===== src/rtl/pmic_wr_pkg.sv =====
package pmic_wr_pkg;

   typedef enum logic [2:0] {
      SQ_IDLE,
      SQ_ST_SU,
      SQ_ST_HD,
      SQ_BIT_LO,
      SQ_BIT_HI,
      SQ_SP_LO,
      SQ_SP_SU,
      SQ_SP_BUF
   } sq_state_e;

   localparam int CMD_SA_LSB  = 0;
   localparam int CMD_RA_LSB  = 8;
   localparam int CMD_DT_LSB  = 16;
   localparam int CMD_GO_BIT  = 24;
   localparam int CMD_ERR_BIT = 25;
   localparam int TIM_HI_LSB  = 0;
   localparam int TIM_LO_LSB  = 8;

endpackage


===== src/rtl/pmic_phase_timer.sv =====
module pmic_phase_timer #(
   parameter int W = 9
) (
   input  logic         clk,
   input  logic         rst_n,
   input  logic         load,
   input  logic [W-1:0] len,
   output logic         last
);

   logic [W-1:0] cnt_q;

   always_ff @(posedge clk or negedge rst_n) begin
      if (!rst_n)             cnt_q <= '0;
      else if (load)          cnt_q <= len;
      else if (cnt_q != '0)   cnt_q <= cnt_q - 1'b1;
   end

   // A phase loaded with N lasts exactly N cycles.
   assign last = (cnt_q == W'(1));

endmodule


===== src/rtl/pmic_wr_seq.sv =====
module pmic_wr_seq
   import pmic_wr_pkg::*;
#(
   parameter int CNT_W  = 8,
   parameter int HI_OFS = 5,
   parameter int LO_OFS = 7
) (
   input  logic             clk,
   input  logic             rst_n,
   input  logic             start,
   input  logic [CNT_W-1:0] cfg_hi,
   input  logic [CNT_W-1:0] cfg_lo,
   input  logic [7:0]       byte_sa,
   input  logic [7:0]       byte_ra,
   input  logic [7:0]       byte_dt,
   input  logic             sda_i,
   output logic             scl_oe,
   output logic             sda_oe,
   output logic             busy,
   output logic             in_cond,
   output logic             done,
   output logic             nack
);

   localparam int TW        = CNT_W + 1;
   localparam int LAST_BYTE = 2;
   localparam int ACK_BIT   = 8;

   sq_state_e        state_q, state_d;
   logic [CNT_W-1:0] hi_q, lo_q, hi_src, lo_src;
   logic [TW-1:0]    hi_len, lo_len, ph_len;
   logic [3:0]       bit_q;
   logic [1:0]       byte_q;
   logic             sda_q, lo_first, load, last;
   logic [7:0]       cur_byte;
   logic [2:0]       bidx;
   logic             want_low, to_low;

   assign hi_src = (state_q == SQ_IDLE) ? cfg_hi : hi_q;
   assign lo_src = (state_q == SQ_IDLE) ? cfg_lo : lo_q;
   assign hi_len = TW'(hi_src) + TW'(HI_OFS);
   assign lo_len = TW'(lo_src) + TW'(LO_OFS);

   always_comb begin
      unique case (byte_q)
         2'd0:    cur_byte = byte_sa;
         2'd1:    cur_byte = byte_ra;
         default: cur_byte = byte_dt;
      endcase
   end

   assign bidx     = 3'(4'd7 - bit_q);
   assign want_low = (bit_q == 4'(ACK_BIT)) ? 1'b0 : ~cur_byte[bidx];

   always_comb begin
      state_d = state_q;
      unique case (state_q)
         SQ_IDLE:   if (start) state_d = SQ_ST_SU;
         SQ_ST_SU:  if (last)  state_d = SQ_ST_HD;
         SQ_ST_HD:  if (last)  state_d = SQ_BIT_LO;
         SQ_BIT_LO: if (last)  state_d = SQ_BIT_HI;
         SQ_BIT_HI: if (last) begin
            if (bit_q == 4'(ACK_BIT) && (sda_i || byte_q == 2'(LAST_BYTE)))
               state_d = SQ_SP_LO;
            else
               state_d = SQ_BIT_LO;
         end
         SQ_SP_LO:  if (last)  state_d = SQ_SP_SU;
         SQ_SP_SU:  if (last)  state_d = SQ_SP_BUF;
         SQ_SP_BUF: if (last)  state_d = SQ_IDLE;
         default:              state_d = SQ_IDLE;
      endcase
   end

   assign load   = (state_d != state_q);
   assign to_low = (state_d == SQ_BIT_LO) || (state_d == SQ_SP_LO);
   assign ph_len = to_low ? lo_len : hi_len;

   pmic_phase_timer #(.W(TW)) u_timer (
      .clk   (clk),
      .rst_n (rst_n),
      .load  (load),
      .len   (ph_len),
      .last  (last)
   );

   always_ff @(posedge clk or negedge rst_n) begin
      if (!rst_n) begin
         state_q  <= SQ_IDLE;
         hi_q     <= '0;
         lo_q     <= '0;
         bit_q    <= '0;
         byte_q   <= '0;
         sda_q    <= 1'b0;
         lo_first <= 1'b0;
      end else begin
         state_q  <= state_d;
         lo_first <= load && to_low;
         if (state_q == SQ_IDLE && start) begin
            hi_q   <= cfg_hi;
            lo_q   <= cfg_lo;
            bit_q  <= '0;
            byte_q <= '0;
         end
         if (state_q == SQ_ST_SU && last)
            sda_q <= 1'b1;
         // SDA moves one cycle after SCL has fallen.
         if (lo_first)
            sda_q <= (state_q == SQ_SP_LO) ? 1'b1 : want_low;
         if (state_q == SQ_BIT_HI && last) begin
            if (bit_q == 4'(ACK_BIT)) begin
               bit_q  <= '0;
               byte_q <= byte_q + 2'd1;
            end else begin
               bit_q  <= bit_q + 4'd1;
            end
         end
      end
   end

   assign scl_oe  = (state_q == SQ_BIT_LO) || (state_q == SQ_SP_LO);
   assign sda_oe  = (state_q == SQ_ST_HD) || (state_q == SQ_SP_SU) ||
                    (sda_q && (state_q == SQ_BIT_LO || state_q == SQ_BIT_HI ||
                               state_q == SQ_SP_LO));
   assign busy    = (state_q != SQ_IDLE);
   assign in_cond = (state_q == SQ_ST_SU) || (state_q == SQ_ST_HD) ||
                    (state_q == SQ_SP_SU) || (state_q == SQ_SP_BUF);
   assign done    = (state_q == SQ_SP_BUF) && last;
   assign nack    = (state_q == SQ_BIT_HI) && last && (bit_q == 4'(ACK_BIT)) && sda_i;

endmodule


===== src/rtl/pmic_wr_master.sv =====
module pmic_wr_master
   import pmic_wr_pkg::*;
#(
   parameter int CNT_W  = 8,
   parameter int HI_OFS = 5,
   parameter int LO_OFS = 7
) (
   input  logic        clk,
   input  logic        rst_n,
   input  logic        reg_we,
   input  logic        reg_sel,
   input  logic [31:0] reg_wdata,
   output logic [31:0] reg_rdata,
   input  logic        sda_i,
   output logic        scl_oe,
   output logic        sda_oe
);

   localparam int SA_W = 7;
   localparam int FB_W = 8;

   if (CNT_W < 2 || CNT_W > 8) begin : g_bad_cnt_w
      $error("pmic_wr_master: CNT_W must lie in 2..8");
   end
   if (HI_OFS < 2 || LO_OFS < 3) begin : g_bad_ofs
      $error("pmic_wr_master: phase offsets too small");
   end

   logic [SA_W-1:0]  sa_q;
   logic [FB_W-1:0]  ra_q, dt_q;
   logic             go_q, err_q;
   logic [CNT_W-1:0] hi_cfg_q, lo_cfg_q;
   logic             cmd_wr, tim_wr, launch;
   logic             seq_busy, seq_in_cond, seq_done, seq_nack, seq_start;
   logic [31:0]      cmd_rd, tim_rd;
   logic             unused_bits;

   assign cmd_wr    = reg_we && !reg_sel && !go_q;
   assign tim_wr    = reg_we && reg_sel;
   assign launch    = cmd_wr && reg_wdata[CMD_GO_BIT];
   assign seq_start = go_q && !seq_busy;

   always_ff @(posedge clk or negedge rst_n) begin
      if (!rst_n) begin
         sa_q     <= '0;
         ra_q     <= '0;
         dt_q     <= '0;
         go_q     <= 1'b0;
         err_q    <= 1'b0;
         hi_cfg_q <= '0;
         lo_cfg_q <= '0;
      end else begin
         if (cmd_wr) begin
            sa_q <= reg_wdata[CMD_SA_LSB +: SA_W];
            ra_q <= reg_wdata[CMD_RA_LSB +: FB_W];
            dt_q <= reg_wdata[CMD_DT_LSB +: FB_W];
            go_q <= reg_wdata[CMD_GO_BIT];
         end else if (seq_done) begin
            go_q <= 1'b0;
         end
         if (launch)        err_q <= 1'b0;
         else if (seq_nack) err_q <= 1'b1;
         if (tim_wr) begin
            hi_cfg_q <= reg_wdata[TIM_HI_LSB +: CNT_W];
            lo_cfg_q <= reg_wdata[TIM_LO_LSB +: CNT_W];
         end
      end
   end

   pmic_wr_seq #(
      .CNT_W  (CNT_W),
      .HI_OFS (HI_OFS),
      .LO_OFS (LO_OFS)
   ) u_seq (
      .clk     (clk),
      .rst_n   (rst_n),
      .start   (seq_start),
      .cfg_hi  (hi_cfg_q),
      .cfg_lo  (lo_cfg_q),
      .byte_sa ({sa_q, 1'b0}),
      .byte_ra (ra_q),
      .byte_dt (dt_q),
      .sda_i   (sda_i),
      .scl_oe  (scl_oe),
      .sda_oe  (sda_oe),
      .busy    (seq_busy),
      .in_cond (seq_in_cond),
      .done    (seq_done),
      .nack    (seq_nack)
   );

   always_comb begin
      cmd_rd = '0;
      cmd_rd[CMD_SA_LSB +: SA_W] = sa_q;
      cmd_rd[CMD_RA_LSB +: FB_W] = ra_q;
      cmd_rd[CMD_DT_LSB +: FB_W] = dt_q;
      cmd_rd[CMD_GO_BIT]         = go_q;
      cmd_rd[CMD_ERR_BIT]        = err_q;
      tim_rd = '0;
      tim_rd[TIM_HI_LSB +: CNT_W] = hi_cfg_q;
      tim_rd[TIM_LO_LSB +: CNT_W] = lo_cfg_q;
   end

   assign reg_rdata   = reg_sel ? tim_rd : cmd_rd;
   assign unused_bits = ^{reg_wdata[31:25], reg_wdata[7]};

endmodule


===== config.mk =====
export PLATFORM = sky130hd
export DESIGN_NAME = pmic_wr_master
export DESIGN_NICKNAME = d
export VERILOG_FILES = /design/src/rtl/pmic_wr_pkg.sv /design/src/rtl/pmic_phase_timer.sv /design/src/rtl/pmic_wr_seq.sv /design/src/rtl/pmic_wr_master.sv
export SDC_FILE = /design/constraint.sdc
export NUM_CORES = 1
export LEC_CHECK = 0
export BUFFER_PORTS_ARGS = -buffer_cell sky130_fd_sc_hd__buf_4
export CORE_UTILIZATION = 62
export DETAILED_ROUTE_END_ITERATION = 10
export PLACE_DENSITY = 0.85
export SLEW_MARGIN = 20
export SYNTH_ARGS = -nofsm -noshare
export SYNTH_HDL_FRONTEND = slang
export SYNTH_SLANG_ARGS = --single-unit

===== constraint.sdc =====
create_clock -name clk -period 4.2 [get_ports clk]
set_clock_uncertainty 0.2 [all_clocks]
set_input_delay 0.21 -clock clk [delete_from_list [all_inputs] [get_ports clk]]
set_output_delay 0.21 -clock clk [all_outputs]
set_load 0.01 [all_outputs]

## Word level (Yosys, flattened, before mapping)

Index checks and enable logic that the tools add are counted.

- Register bits: 77
- Output and inout port bits: 34
- Logic and storage cells: 103

- Add/subtract/negate cells: 6
- Magnitude comparators: 1
- Equal/unequal tests: 14
- Mux-type cells: 33
- Bitwise operators: 1
- Reductions and logical operators: 33

Operator list:

| operator | number |
|---|---|
| $mux W3 | 9 |
| $mux W9 | 3 |
| $mux W26 | 1 |
| $pmux W3 S8 | 1 |
| $add A8 B3 Y9 const B | 2 |
| $mux W8 | 2 |
| $pmux W8 S2 | 1 |
| $eq A3 B3 Y1 const B | 5 |
| $logic_and A1 B1 Y1 | 14 |
| $mux W4 | 3 |
| $reduce_bool A2 Y1 | 5 |
| $eq A3 B2 Y1 const B | 3 |
| $eq A9 B1 Y1 const B | 1 |
| $mux W1 | 9 |
| $reduce_bool A9 Y1 | 1 |
| $sub A9 B1 Y9 const B | 1 |
| $logic_or A1 B1 Y1 | 7 |
| $mux W2 | 3 |
| $add A4 B1 Y4 const B | 1 |
| $eq A4 B4 Y1 const B | 1 |
| $lt A3 B4 Y1 const B | 1 |
| $bmux W1 S3 | 1 |
| $eq A3 B1 Y1 const B | 1 |
| $logic_not A1 Y1 | 3 |
| 9 further kinds | 9 |

## Longest topological paths before layout

Gate-level depths: netlist (run 1).

- Word-level depth: 10
- Mapped depth: 12
- Gate-level depth less buffers: 9

## By module

Synthesis (run 1) repeated with hierarchy kept, for this count alone.

- Cell total of the unflattened synthesis: 421
- Area, all modules: 4,573.1 sq um

Modules (own cells, without submodules):

| module | instances | cells an instance | area an instance (sq um) |
|---|---|---|---|
| pmic_wr_seq | 1 | 228 | 2,127.0 |
| pmic_wr_master | 1 | 126 | 1,851.8 |
| pmic_phase_timer | 1 | 67 | 594.3 |

## Least setup slack after synthesis (run 1)

No wires, ideal clock.

- Path type: register to register
- Start: reg u_seq.state_q[0]
- End: reg u_seq.u_timer.cnt_q[6]
- Library setup time: 64 ps
- Data arrival time: 2,491 ps
- Required time: 3,936 ps
- Slack: 1,445 ps
- Cell stages (with the launch flop): 12
- Path buffers: 3
- Period minus slack after synthesis: 2,755 ps
- Cell sequence: dfrtp_1 buf_2 nor3_2 buf_2 buf_2 mux2i_1 ha_1 o21ai_0 a311o_1 o311ai_0 and3_1 a211o_1

- Word-level cells in the longest chain between the ends: 9

Ends and longest elaborated chain:

| item | RTL line | source |
|---|---|---|
| from (decl) | pmic_wr_seq.sv:29 | `sq_state_e state_q, state_d;` |
| from (signal assigned) | pmic_wr_seq.sv:97 | `state_q <= state_d;` |
| $reduce_bool A3 Y1 | pmic_wr_seq.sv:125 | `assign busy = (state_q != SQ_IDLE);` |
| $logic_not A1 Y1 | pmic_wr_master.sv:41 | `assign seq_start = go_q && !seq_busy;` |
| $logic_and A1 B1 Y1 | pmic_wr_master.sv:41 |  |
| $mux W3 | pmic_wr_seq.sv:58 | `SQ_IDLE: if (start) state_d = SQ_ST_SU;` |
| $pmux W3 S8 | pmic_wr_seq.sv:57 | `unique case (state_q)` |
| $eq A3 B2 Y1 / $eq A3 B3 Y1 (equally long branches) | pmic_wr_seq.sv:76 | `assign to_low = (state_d == SQ_BIT_LO) \|\| (state_d == SQ_SP_LO);` |
| $logic_or A1 B1 Y1 | pmic_wr_seq.sv:76 |  |
| $mux W9 | pmic_wr_seq.sv:77 | `assign ph_len = to_low ? lo_len : hi_len;` |
| $mux W9 | pmic_phase_timer.sv:15 | `else if (load) cnt_q <= len;` |
| to (signal assigned) | pmic_phase_timer.sv:15 |  |
| to (signal assigned) | pmic_phase_timer.sv:16 | `else if (cnt_q != '0) cnt_q <= cnt_q - 1'b1;` |
| to (decl) | pmic_phase_timer.sv:11 | `logic [W-1:0] cnt_q;` |

Parallel ways exist; a longest one is shown, timed or not.
A chain may end at the register's enable or synchronous reset.

## Worst setup path after layout (run 1)

Same ends and word-level chain as after synthesis.

==> results of run 1 <==
==> power by group through the flow <==
stage	registers, mW	logic, mW	clock network, mW
after floorplan	1.23	1.11	0
after global placement	1.33	1.40	0
after detailed placement	1.35	1.46	0
after CTS	1.34	1.49	0.555
after global routing	1.40	1.65	0.596
final	1.37	1.51	0.557
==> synthesized netlist by cell type, types with 4 or more instances <==
library cell | instances | share of area
xnor2_1 | 9 | 0.018
o22ai_1 | 5 | 0.0070
a22o_1 | 6 | 0.012
or3_1 | 4 | 0.0056
dfrtp_1 | 77 | 0.43
xor2_1 | 11 | 0.021
buf_4 | 6 | 0.010
nor3_1 | 7 | 0.0078
buf_2 | 7 | 0.0078
and3_1 | 6 | 0.0083
a21oi_1 | 9 | 0.010
nor2_1 | 9 | 0.0075
nand4_1 | 6 | 0.0083
and2_1 | 4 | 0.0056
nand2_1 | 27 | 0.023
mux2i_1 | 17 | 0.038
inv_1 | 16 | 0.013
clkbuf_1 | 10 | 0.0083
nand3_1 | 15 | 0.017
nor2b_1 | 11 | 0.015
ha_1 | 10 | 0.028
mux2_2 | 69 | 0.17
o21ai_0 | 18 | 0.020
==> per-layer routing <==
metal	part of all wire	vias to the layer above	global-route usage
li1	-	1663	-
met4	0.032	0	0.152
met1	0.41	1834	0.425
met5	0	-	0
met2	0.49	182	0.550
met3	0.062	37	0.0739
==> through the flow <==
step           area (um2)  worst slack, ps   util  hold WS [ps]
3_5_place_dp         4970             1430  0.720           193
5_1_grt              5420             1150  0.784          75.2
2_1_floorplan        4520             1440      -          -286
4_1_cts              5420             1400  0.784          50.6
3_3_place_gp         4970             1510  0.720           183
6_report             5420             1360  0.784          53.8
==> critical path: stages (launching register included) <==
cell and delay, ps:
dfrtp_1 490, nor3_2 610, mux2i_1 320, ha_1 300
o21ai_0 130, a311o_1 320, o311ai_0 90, and3_1 220
a211o_1 100
==> kinds of logic after synthesis <==
logic type	Yosys count
xor gates and xnor gates	20
DFF	77
AOI/OAI and AO/OA	75
adders and majority gates	10
muxes	86
other	1
and+or+nand+nor	108
buffers and inverters	39
==> worst paths after layout <==
kind,start,endpoint,slack (ps)
worst min-delay path,sda_i,err_q$_DFFE_PN0P_,50
min in group asynchronous,rst_n,u_seq.state_q[0]$_DFF_PN0_,310
max in group asynchronous,rst_n,u_seq.bit_q[3]$_DFFE_PN0P_,2800
worst max register to register,u_seq.state_q[0]$_DFF_PN0_,u_seq.u_timer.cnt_q[6]$_DFFE_PN0P_,1360
worst min register to register,u_seq.lo_first$_DFF_PN0_,u_seq.sda_q$_DFFE_PN0P_,310
worst max-delay path,u_seq.state_q[0]$_DFF_PN0_,u_seq.u_timer.cnt_q[6]$_DFFE_PN0P_,1360
==> registers in the layout, indices dropped and copies added (netlist names), 2 cells and up <==
| signal | cells |
|---|---|
| u_seq.u_timer.cnt_q | 9 |
| dt_q | 8 |
| hi_cfg_q | 8 |
| lo_cfg_q | 8 |
| ra_q | 8 |
| u_seq.hi_q | 8 |
| u_seq.lo_q | 8 |
| sa_q | 7 |
| u_seq.bit_q | 4 |
| u_seq.state_q | 3 |
| u_seq.byte_q | 2 |
==> area by class of cell <==
type | instances | area, um2 | share of cell area
timing repair buffer | 85 | 703 | 0.130
sequential | 77 | 1930 | 0.356
clock inverter | 4 | 50.0 | 0.00924
clock buffer | 10 | 138 | 0.0254
multi-input combinational | 305 | 2420 | 0.447
inverter | 16 | 60.1 | 0.0111
tap | 96 | 120 | 0.0222
==> summary.txt, run 1 <==
Flow run
  • Max Cap Viol: 0

Routing
  • WL final: 11.7 mm
  • Final ANT Viol Nets: 0
  • Routed len/inst: 19.6 um
  • Post-route DRC: 0
  • Pre-antenna DRT Iters: 5
  • First DRT Iteration DRCs: 392
  • Vias per cell: 6.27
  • Via count: 3,716

Power and ir drop
  • Clk pwr share: 0.162
  • P per Cell Area: 635 mW/mm2
  • Sequential fraction of design power: 0.398
  • Total power draw: 3.44 mW
  • Leakage power: 2.38 nW
  • Sw Share: 0.397
  • Internal: 2.07 mW
  • Worst vdd ir: 0.386 mV
  • Comb power frac: 0.440
  • Sw power: 1.37 mW

CTS
  • CTS Sinks: 77
  • CTS tree: yes
  • Clock tree buffer depth: 2
  • Clock latency on the worst-skew pair: 360 ps
  • CTS HTree Levels: 3
  • Number of setup buffers added after CTS: 0
  • Reg clk slew, reported paths: 80 ps
  • # hold bufs at CTS: 26
  • Number of buffers created by CTS: 9
  • Clock root cell: clkbuf_8
  • Post-cts resize count: 0

Timing
  • Post-layout min period: 2840 ps
  • Final setup vio count: 0
  • Fmax: 0.352 GHz
  • Final setup TNS: 0 ps
  • Unrepaired setup endpoints after global routing: no
  • Final period util: 0.676
  • Max Slew Vio Count: 0
  • Rel. slew slack: 0.346
  • Worst-Margin Slew: 981 ps
  • Final Hold Fails: 0

Layout
  • Commonest non-fill, non-tap cells in the layout: 77 x dfrtp_1, 69 x mux2_2, 59 x buf_4, 27 x nand2_1, 26 x dlygate4sd3_1
  • Layout area overhead: 20.4%
  • Commonest non-fill, non-tap cell in the layout: dfrtp_1
  • Fill count: 407
  • Final net count: 541
  • Antenna diodes: 0
  • Final non-filler cell total: 593
  • Layout cells sized above 1: 0.306

Die
  • Die Y: 87.2 um
  • Die Footprint: 0.00760 mm2
  • Floorplan row count: 30
  • Num ports: 71
  • Die width: 87.2 um
  • Starting Density: 0.651
  • Core box area: 0.00691 mm2

Place
  • IO buf count: 57
  • Post-DP HPWL: 7.36 mm
  • Placed Cells incl. Taps: 553
  • RePlAce Congestion: 0.865

Logic synthesis
  • Yosys cell types: 56
  • Syn avg cell area: 10.8 um2
  • Sequential cell area fraction in the yosys report: 0.428
  • Top_reg_cell synth: dfrtp_1
  • Cells after Synth: 416
  • Post-synth EDFFs: 0
  • Compound-gate portion of the synthesized area: 0.117
  • Synthesized-area fraction occupied by and/or/nand/nor cells: 0.138
  • Synthesis-stage register bit count: 77
  • Main combinational cell family by area after synthesis: multiplexers
  • Mapped cell area: 0.00450 mm2
  • Fraction of registers with async set/reset: 1.00
  • Post-Synth XOR/XNOR Area: 0.0389
  • YS warnings: 0
  • Fraction of the mapped netlist area in adder cells: 0.0278
  • Mux share of post-synthesis cell area: 0.211

Worst setup path
  • CP startpoint kind: register
  • Crit path DAT: 2940 ps
  • Setup CP Type: register to register
  • Crit Path Max Fanout: 12
  • Endpoint type of the worst setup path: register
  • CP required: 4300 ps
  • R2R depth: 8

GRT
  • Initial antenna violation count: 0
  • Remaining Overflow, GRT: 0
  • Total GRT Usage: 0.335
  • First-pass GRT wire length: 18.9 mm
  • Vias in the first global route: 3,731
  • Largest net degree at the start of global routing: 78

Hold path
  • WHS Path Cells: 3
  • Hold WC Path Type: primary input to register

Run status
  • Outcome: finished clean
Note: power is estimated with default switching activity, not from simulation.
==> run 2, diff against run 1 <==
- CORE_UTILIZATION: 62 -> 57
- PLACE_DENSITY: 0.85 -> 0.79
- clock period: 4.2 -> 2.8 ns (I/O delays scaled with it)
==> run 2 against run 1 <==
Net effect:
- the flow now finishes with violations (design-rule violations)
- fmax is 12% higher
- flip-flop and latch count unchanged
- via count decreased by 4.0%
- non-clock buffer count rose by 10
- sequential share of layout area fell by 0.93 points
- sequential power grew 45%
- clock power increased by 69%
- register-to-register slack got worse by 1100 ps
- hold slack got worse by 2.7 ps
- combinational power up 56%
==> summary.txt, run 2 (synthesized netlist as in run 1, its figures left out) <==
Run status
  • Outcome: complete, but fails checks
  • Failing checks: design-rule violations

Worst setup path
  • Worst path slowest cell: dfrtp_1
  • Crit path DAT: 2630 ps (-310 ps)
  • Max stage delay on crit path: 390 ps (-220 ps)
  • Crit-path cells: nor3_2, buf_12, mux2i_1, ha_1, o21ai_0, a311o_1, o311ai_0, and3_1, a211o_1
  • Setup CP Type: register to register
  • CP startpoint kind: register
  • Endpoint type of the worst setup path: register
  • Crit Path Max Fanout: 23 (+11)
  • CP required: 2890 ps (-1410 ps)

Die
  • Floorplan row count: 32 (+6.7%)
  • Die Footprint: 0.00825 mm2 (+8.6%)
  • Core box area: 0.00769 mm2 (+11%)
  • Num ports: 71 (unchanged)
  • Die width: 90.8 um (+4.2%)
  • Starting Density: 0.585 (-0.0662)
  • Die Y: 90.8 um (+4.2%)

Timing
  • Fmax: 0.394 GHz (+12%)
  • Post-layout min period: 2540 ps (-301 ps)
  • Final worst slack: 262 ps (-1100 ps)
  • Worst-Margin Slew: 961 ps (-20.6 ps)
  • Max Slew Vio Count: 0 (unchanged)
  • Rel. slew slack: 0.360 (+0.0137)
  • Final Hold Fails: 0 (unchanged)
  • Worst hold margin: 51.1 ps (-2.75 ps)
  • Final setup TNS: 0 ps (unchanged)
  • Final setup vio count: 0 (unchanged)
  • Final period util: 0.906 (+0.230)
  • Unrepaired setup endpoints after global routing: no

CTS
  • Reg clk slew, reported paths: 80 ps (about the same)
  • CTS Sinks: 77 (unchanged)
  • CTS tree: yes
  • CTS HTree Levels: 3 (unchanged)
  • Clock latency on the worst-skew pair: 360 ps (about the same)
  • Number of buffers created by CTS: 9 (unchanged)
  • Number of setup buffers added after CTS: 0 (unchanged)
  • Clock root cell: clkbuf_8
  • Clock tree buffer depth: 2 (unchanged)

Power and ir drop
  • Worst vdd ir: 0.609 mV (+58%)
  • P per Cell Area: 950 mW/mm2 (+50%)
  • Leakage power: 2.46 nW (+3.3%)

Routing
  • Post-route DRC: 1 (+1)
  • WL final: 10.9 mm (-6.8%)
  • Vias per cell: 5.84 (-6.8%)
  • Via count: 3,569 (-4.0%)
  • Final ANT Viol Nets: 0 (unchanged)
  • Routed len/inst: 17.8 um (-9.5%)
  • Pre-antenna DRT Iters: 8 (+3)
  • First DRT Iteration DRCs: 165 (-58%)

Layout
  • Commonest non-fill, non-tap cells in the layout: 77 x dfrtp_1, 69 x mux2_2, 65 x buf_4, 29 x dlygate4sd3_1, 27 x nand2_1
  • Register with the most flip-flops: u_seq.u_timer.cnt_q
  • Layout area overhead: 23.6%
  • Final net count: 551 (+1.8%)
  • Commonest non-fill, non-tap cell in the layout: dfrtp_1
  • Fill count: 529 (+30%)
  • Layout cells sized above 1: 0.316 (+0.0105)
  • Multi-input gate area: 0.00243 mm2 (+0.31%)
  • FF+latch area: 0.00193 mm2 (unchanged)
  • Antenna diodes: 0 (unchanged)
  • Largest register FFs: 9 (unchanged)

GRT
  • Met3 GRT Util: 0.0320 (-0.0419)
  • GR Layer Usage met2: 0.483 (-0.0668)
  • First-pass GRT wire length: 18.1 mm (-4.6%)
  • Global route hottest layer: met2
  • Vias in the first global route: 3,606 (-3.4%)
  • Total GRT Usage: 0.280 (-0.0544)
  • Grt met1 use: 0.367 (-0.0588)
  • Largest net degree at the start of global routing: 78 (unchanged)
  • Remaining Overflow, GRT: 0 (unchanged)
  • Initial antenna violation count: 0 (unchanged)

Place
  • RePlAce Congestion: 0.859 (-0.60%)
  • Post-DP HPWL: 7.34 mm (-0.18%)
  • Place WS: 261 ps (-1160 ps)
  • IO buf count: 57 (unchanged)

Flow run
  • Max Cap Viol: 0 (unchanged)

Hold path
  • Hold WC Path Type: primary input to register
run 2: changes by cell type in the layout (fill, tap and decap cells not counted), moves of 2 or more:
cell,delta
buf_4,+6
dlygate4sd3_1,+3
clkinv_4,+2
clkinvlp_4,-2
run 2: area by class of cell:
type	instances	area share
clock inverter	7	0.0178
timing repair buffer	95	0.143
clock buffer	9	0.0223
tap	102	0.0229
multi-input combinational	305	0.436
inverter	16	0.0108
sequential	77	0.346
run 2: path summary, 6_finish.rpt:
| check | cells past startpoint | start | slack (ps) | endpoint |
|---|---|---|---|---|
| min in group asynchronous | 2 | rst_n | 250 | err_q$_DFFE_PN0P_ |
| worst max register to register | 9 | u_seq.state_q[0]$_DFF_PN0_ | 260 | u_seq.u_timer.cnt_q[6]$_DFFE_PN0P_ |
| worst min-delay path | 3 | reg_we | 50 | go_q$_DFFE_PN0P_ |
| worst min register to register | 1 | u_seq.lo_first$_DFF_PN0_ | 280 | u_seq.sda_q$_DFFE_PN0P_ |
| max in group asynchronous | 2 | rst_n | 1490 | u_seq.u_timer.cnt_q[6]$_DFFE_PN0P_ |
| worst max-delay path | 9 | u_seq.state_q[0]$_DFF_PN0_ | 260 | u_seq.u_timer.cnt_q[6]$_DFFE_PN0P_ |
run 2: layer usage:
layer	vias to the layer above	wire (um)
met5	-	0
met4	0	200
met3	19	404
met2	111	5570
met1	1745	4690
li1	1694	-
run 2: stage by stage:
stage,instances,util,cell area (um2),total power [mW]
after CTS,611,0.723,5560,5.25
after floorplan,421,-,4520,3.52
after detailed placement,566,0.656,5040,4.26
final,611,0.724,5560,5.28
after global routing,611,0.724,5560,5.61
after global placement,566,0.656,5040,4.17
run 2: what timing repair did:
action	CTS	global route
hold buffers	29	0
resized for setup	0	1
endpoints found under the hold margin	118	0
endpoints found under the setup margin	0	1
run 2: power by group:
part | switching (mW) | total (mW) | leakage, nW | internal, mW
sequential | 0.464 | 1.99 | 0.928 | 1.53
clock | 0.436 | 0.944 | 0.115 | 0.508
combinational | 1.13 | 2.35 | 1.42 | 1.22
total | 2.03 | 5.28 | 2.46 | 3.25
run 2: critical path, delay by kind of cell (launching register included):
kind	cells	cell delay, ps
simple gates	2	460
compound gates	4	640
flops	1	390
buf+inv	1	200
mux	1	250
fa+ha+maj	1	320
==> run 3, diff against run 2 <==
- PLACE_DENSITY: 0.79 -> 0.8
==> run 3 against run 2 <==
Net effect:
- the run still ends with design-rule violations left
- non-clock buffer count fell by 3
- combinational power fell by 2%
- final cell count fell by 0.49%
- wire length fell by 2.7%
- power fell by 0.65%
- die area did not move
- clock power rose by 0.6%
- critical endpoint is now u_seq.u_timer.cnt_q[4]$_DFFE_PN0P_
- largest power group unchanged
==> summary.txt, run 3 (synthesized netlist as in run 1, its figures left out) <==
Layout
  • Fill count: 529 (unchanged)
  • Antenna diodes: 0 (unchanged)
  • Register with the most flip-flops: u_seq.u_timer.cnt_q
  • Layout area overhead: 22.9%
  • Final net count: 548 (-0.54%)
  • Commonest non-fill, non-tap cells in the layout: 76 x dfrtp_1, 69 x mux2_2, 64 x buf_4, 27 x nand2_1, 27 x dlygate4sd3_1
  • FF+latch area: 0.00193 mm2 (about the same)
  • Layout cells sized above 1: 0.320 (+0.00385)
  • Commonest non-fill, non-tap cell in the layout: dfrtp_1
  • Final non-filler cell total: 608 (-0.49%)
  • Multi-input gate area: 0.00242 mm2 (-0.21%)
  • Largest register FFs: 9 (unchanged)

Worst setup path
  • CP startpoint kind: register
  • Setup CP Type: register to register
  • Endpoint type of the worst setup path: register
  • Worst path slowest cell: o21ai_2
  • Crit Path Max Fanout: 10 (-57%)
  • CP required: 2830 ps (-60 ps)
  • Crit path DAT: 2620 ps (about the same)
  • Crit-path cells: inv_1, ha_1, nor4b_1, a21oi_1, o21ai_2, mux2i_1, o22ai_1
  • R2R depth: 7 (-2)
  • Max stage delay on crit path: 480 ps (+90 ps)
  • R2r setup slk: 220 ps (-40 ps)

Die
  • Core box area: 0.00769 mm2 (unchanged)
  • Die Y: 90.8 um (unchanged)
  • Starting Density: 0.585 (unchanged)
  • Die width: 90.8 um (unchanged)
  • Num ports: 71 (unchanged)
  • Floorplan row count: 32 (unchanged)
  • Die Footprint: 0.00825 mm2 (unchanged)

Power and ir drop
  • Leakage power: 2.44 nW (-0.83%)
  • Worst vdd ir: 0.512 mV (-16%)
  • P per Cell Area: 949 mW/mm2 (about the same)

CTS
  • Clock tree buffer depth: 2 (unchanged)
  • Number of buffers created by CTS: 9 (unchanged)
  • CTS HTree Levels: 3 (unchanged)
  • Clock latency on the worst-skew pair: 360 ps (about the same)
  • CTS Sinks: 77 (unchanged)
  • CTS tree: yes
  • Clock root cell: clkbuf_8
  • Reg clk slew, reported paths: 90 ps (about the same)

Timing
  • Unrepaired setup endpoints after global routing: no
  • Fmax: 0.387 GHz (-1.7%)
  • Worst-Margin Slew: 957 ps (-3.61 ps)
  • Final setup vio count: 0 (unchanged)
  • Final period util: 0.922 (+0.0156)
  • Post-layout min period: 2580 ps (+43.7 ps)
  • Max Slew Vio Count: 0 (unchanged)
  • Rel. slew slack: 0.362 (+0.00241)
  • Final Hold Fails: 0 (unchanged)
  • Final setup TNS: 0 ps (unchanged)

Routing
  • Final ANT Viol Nets: 0 (unchanged)
  • WL final: 10.6 mm (-2.7%)
  • Post-route DRC: 1 (unchanged)
  • Via count: 3,613 (+1.2%)
  • Pre-antenna DRT Iters: 8 (unchanged)
  • Vias per cell: 5.94 (+1.7%)
  • First DRT Iteration DRCs: 253 (+53%)
  • Routed len/inst: 17.4 um (-2.2%)

Place
  • RePlAce Congestion: 0.862 (+0.34%)
  • Placed Cells incl. Taps: 565 (-0.18%)
  • IO buf count: 57 (unchanged)
  • Post-DP HPWL: 7.28 mm (-0.88%)

GRT
  • First-pass GRT wire length: 17.6 mm (-2.5%)
  • Vias in the first global route: 3,590 (-0.44%)
  • Remaining Overflow, GRT: 0 (unchanged)
  • Initial antenna violation count: 0 (unchanged)
  • Total GRT Usage: 0.273 (-0.00683)
  • Largest net degree at the start of global routing: 78 (unchanged)

Run status
  • Outcome: complete, but fails checks
  • Failing checks: design-rule violations

Hold path
  • WHS Path Cells: 4 (+1)
  • Hold WC Path Type: primary input to register

Flow run
  • Max Cap Viol: 0 (unchanged)
## run 3: cell count changes in the layout (fill, tap and decap cells not counted)
| cell | delta |
|---|---|
| o21ai_2 | +1 |
| ha_1 | -1 |
| dlygate4sd3_1 | -2 |
| dfrtp_1 | -1 |
| dfrtp_2 | +1 |
| buf_4 | -1 |
| o21ai_4 | -1 |
| ha_2 | +1 |
## run 3: routing by layer
layer	routed length, um	vias to the layer above	GRT usage
met5	0	-	0
met4	340	0	0.128
met3	469	24	0.0446
met2	5220	127	0.446
met1	4540	1780	0.357
li1	-	1682	-
## run 3: final timing paths
| kind | start | end |
|---|---|---|
| setup / recovery | u_seq.u_timer.cnt_q[1]$_DFFE_PN0P_ | u_seq.u_timer.cnt_q[4]$_DFFE_PN0P_ |
| hold / removal | reg_sel | err_q$_DFFE_PN0P_ |
| setup reg to reg | u_seq.u_timer.cnt_q[1]$_DFFE_PN0P_ | u_seq.u_timer.cnt_q[4]$_DFFE_PN0P_ |
| hold reg to reg | u_seq.lo_first$_DFF_PN0_ | u_seq.sda_q$_DFFE_PN0P_ |
| max in group asynchronous | rst_n | lo_cfg_q[1]$_DFFE_PN0P_ |
| min in group asynchronous | rst_n | u_seq.state_q[2]$_DFF_PN0_ |
## run 3: metrics by stage
stage / util / cell area (um2) / power [mW] / setup WS [ps] / hold slack (ps)
finish: 0.720 / 5530 / 5.25 / 218 / 213
global route: 0.720 / 5530 / 5.58 / 31.3 / 258
CTS: 0.719 / 5530 / 5.23 / 222 / 206
detailed placement: 0.655 / 5030 / 4.24 / 229 / 126
global placement: 0.655 / 5030 / 4.16 / 308 / 115
floorplan: - / 4520 / 3.52 / 44.6 / -356
## run 3: critical path, delay by kind of cell (launching register included)
kind	cells	cell delay [ps]
mux	1	320
compound gates	3	760
buf+inv	1	120
flops	1	420
fa+ha+maj	1	170
simple gates	1	460
## run 3: repair_timing
item,in CTS,in global routing
setup endpoints to repair,0,1
hold buffers,27,0
gates resized for setup,0,2
buffers inserted,0,0
hold endpoints to repair,118,0
## run 3: final cells by class
cell class | instances | share of cell area
well taps | 102 | 0.0231
flip-flops and latches | 77 | 0.349
multi-input cells | 305 | 0.438
repair buffers | 92 | 0.139
clock buffers | 9 | 0.0224
inverters | 16 | 0.0109
clock inverters | 7 | 0.0179
## run 3: where the power goes
group / switching [mW] / total, mW / internal [mW]
registers: 0.465 / 1.99 / 1.53
clock network: 0.442 / 0.950 / 0.508
logic: 1.10 / 2.30 / 1.21
total: 2.00 / 5.25 / 3.24
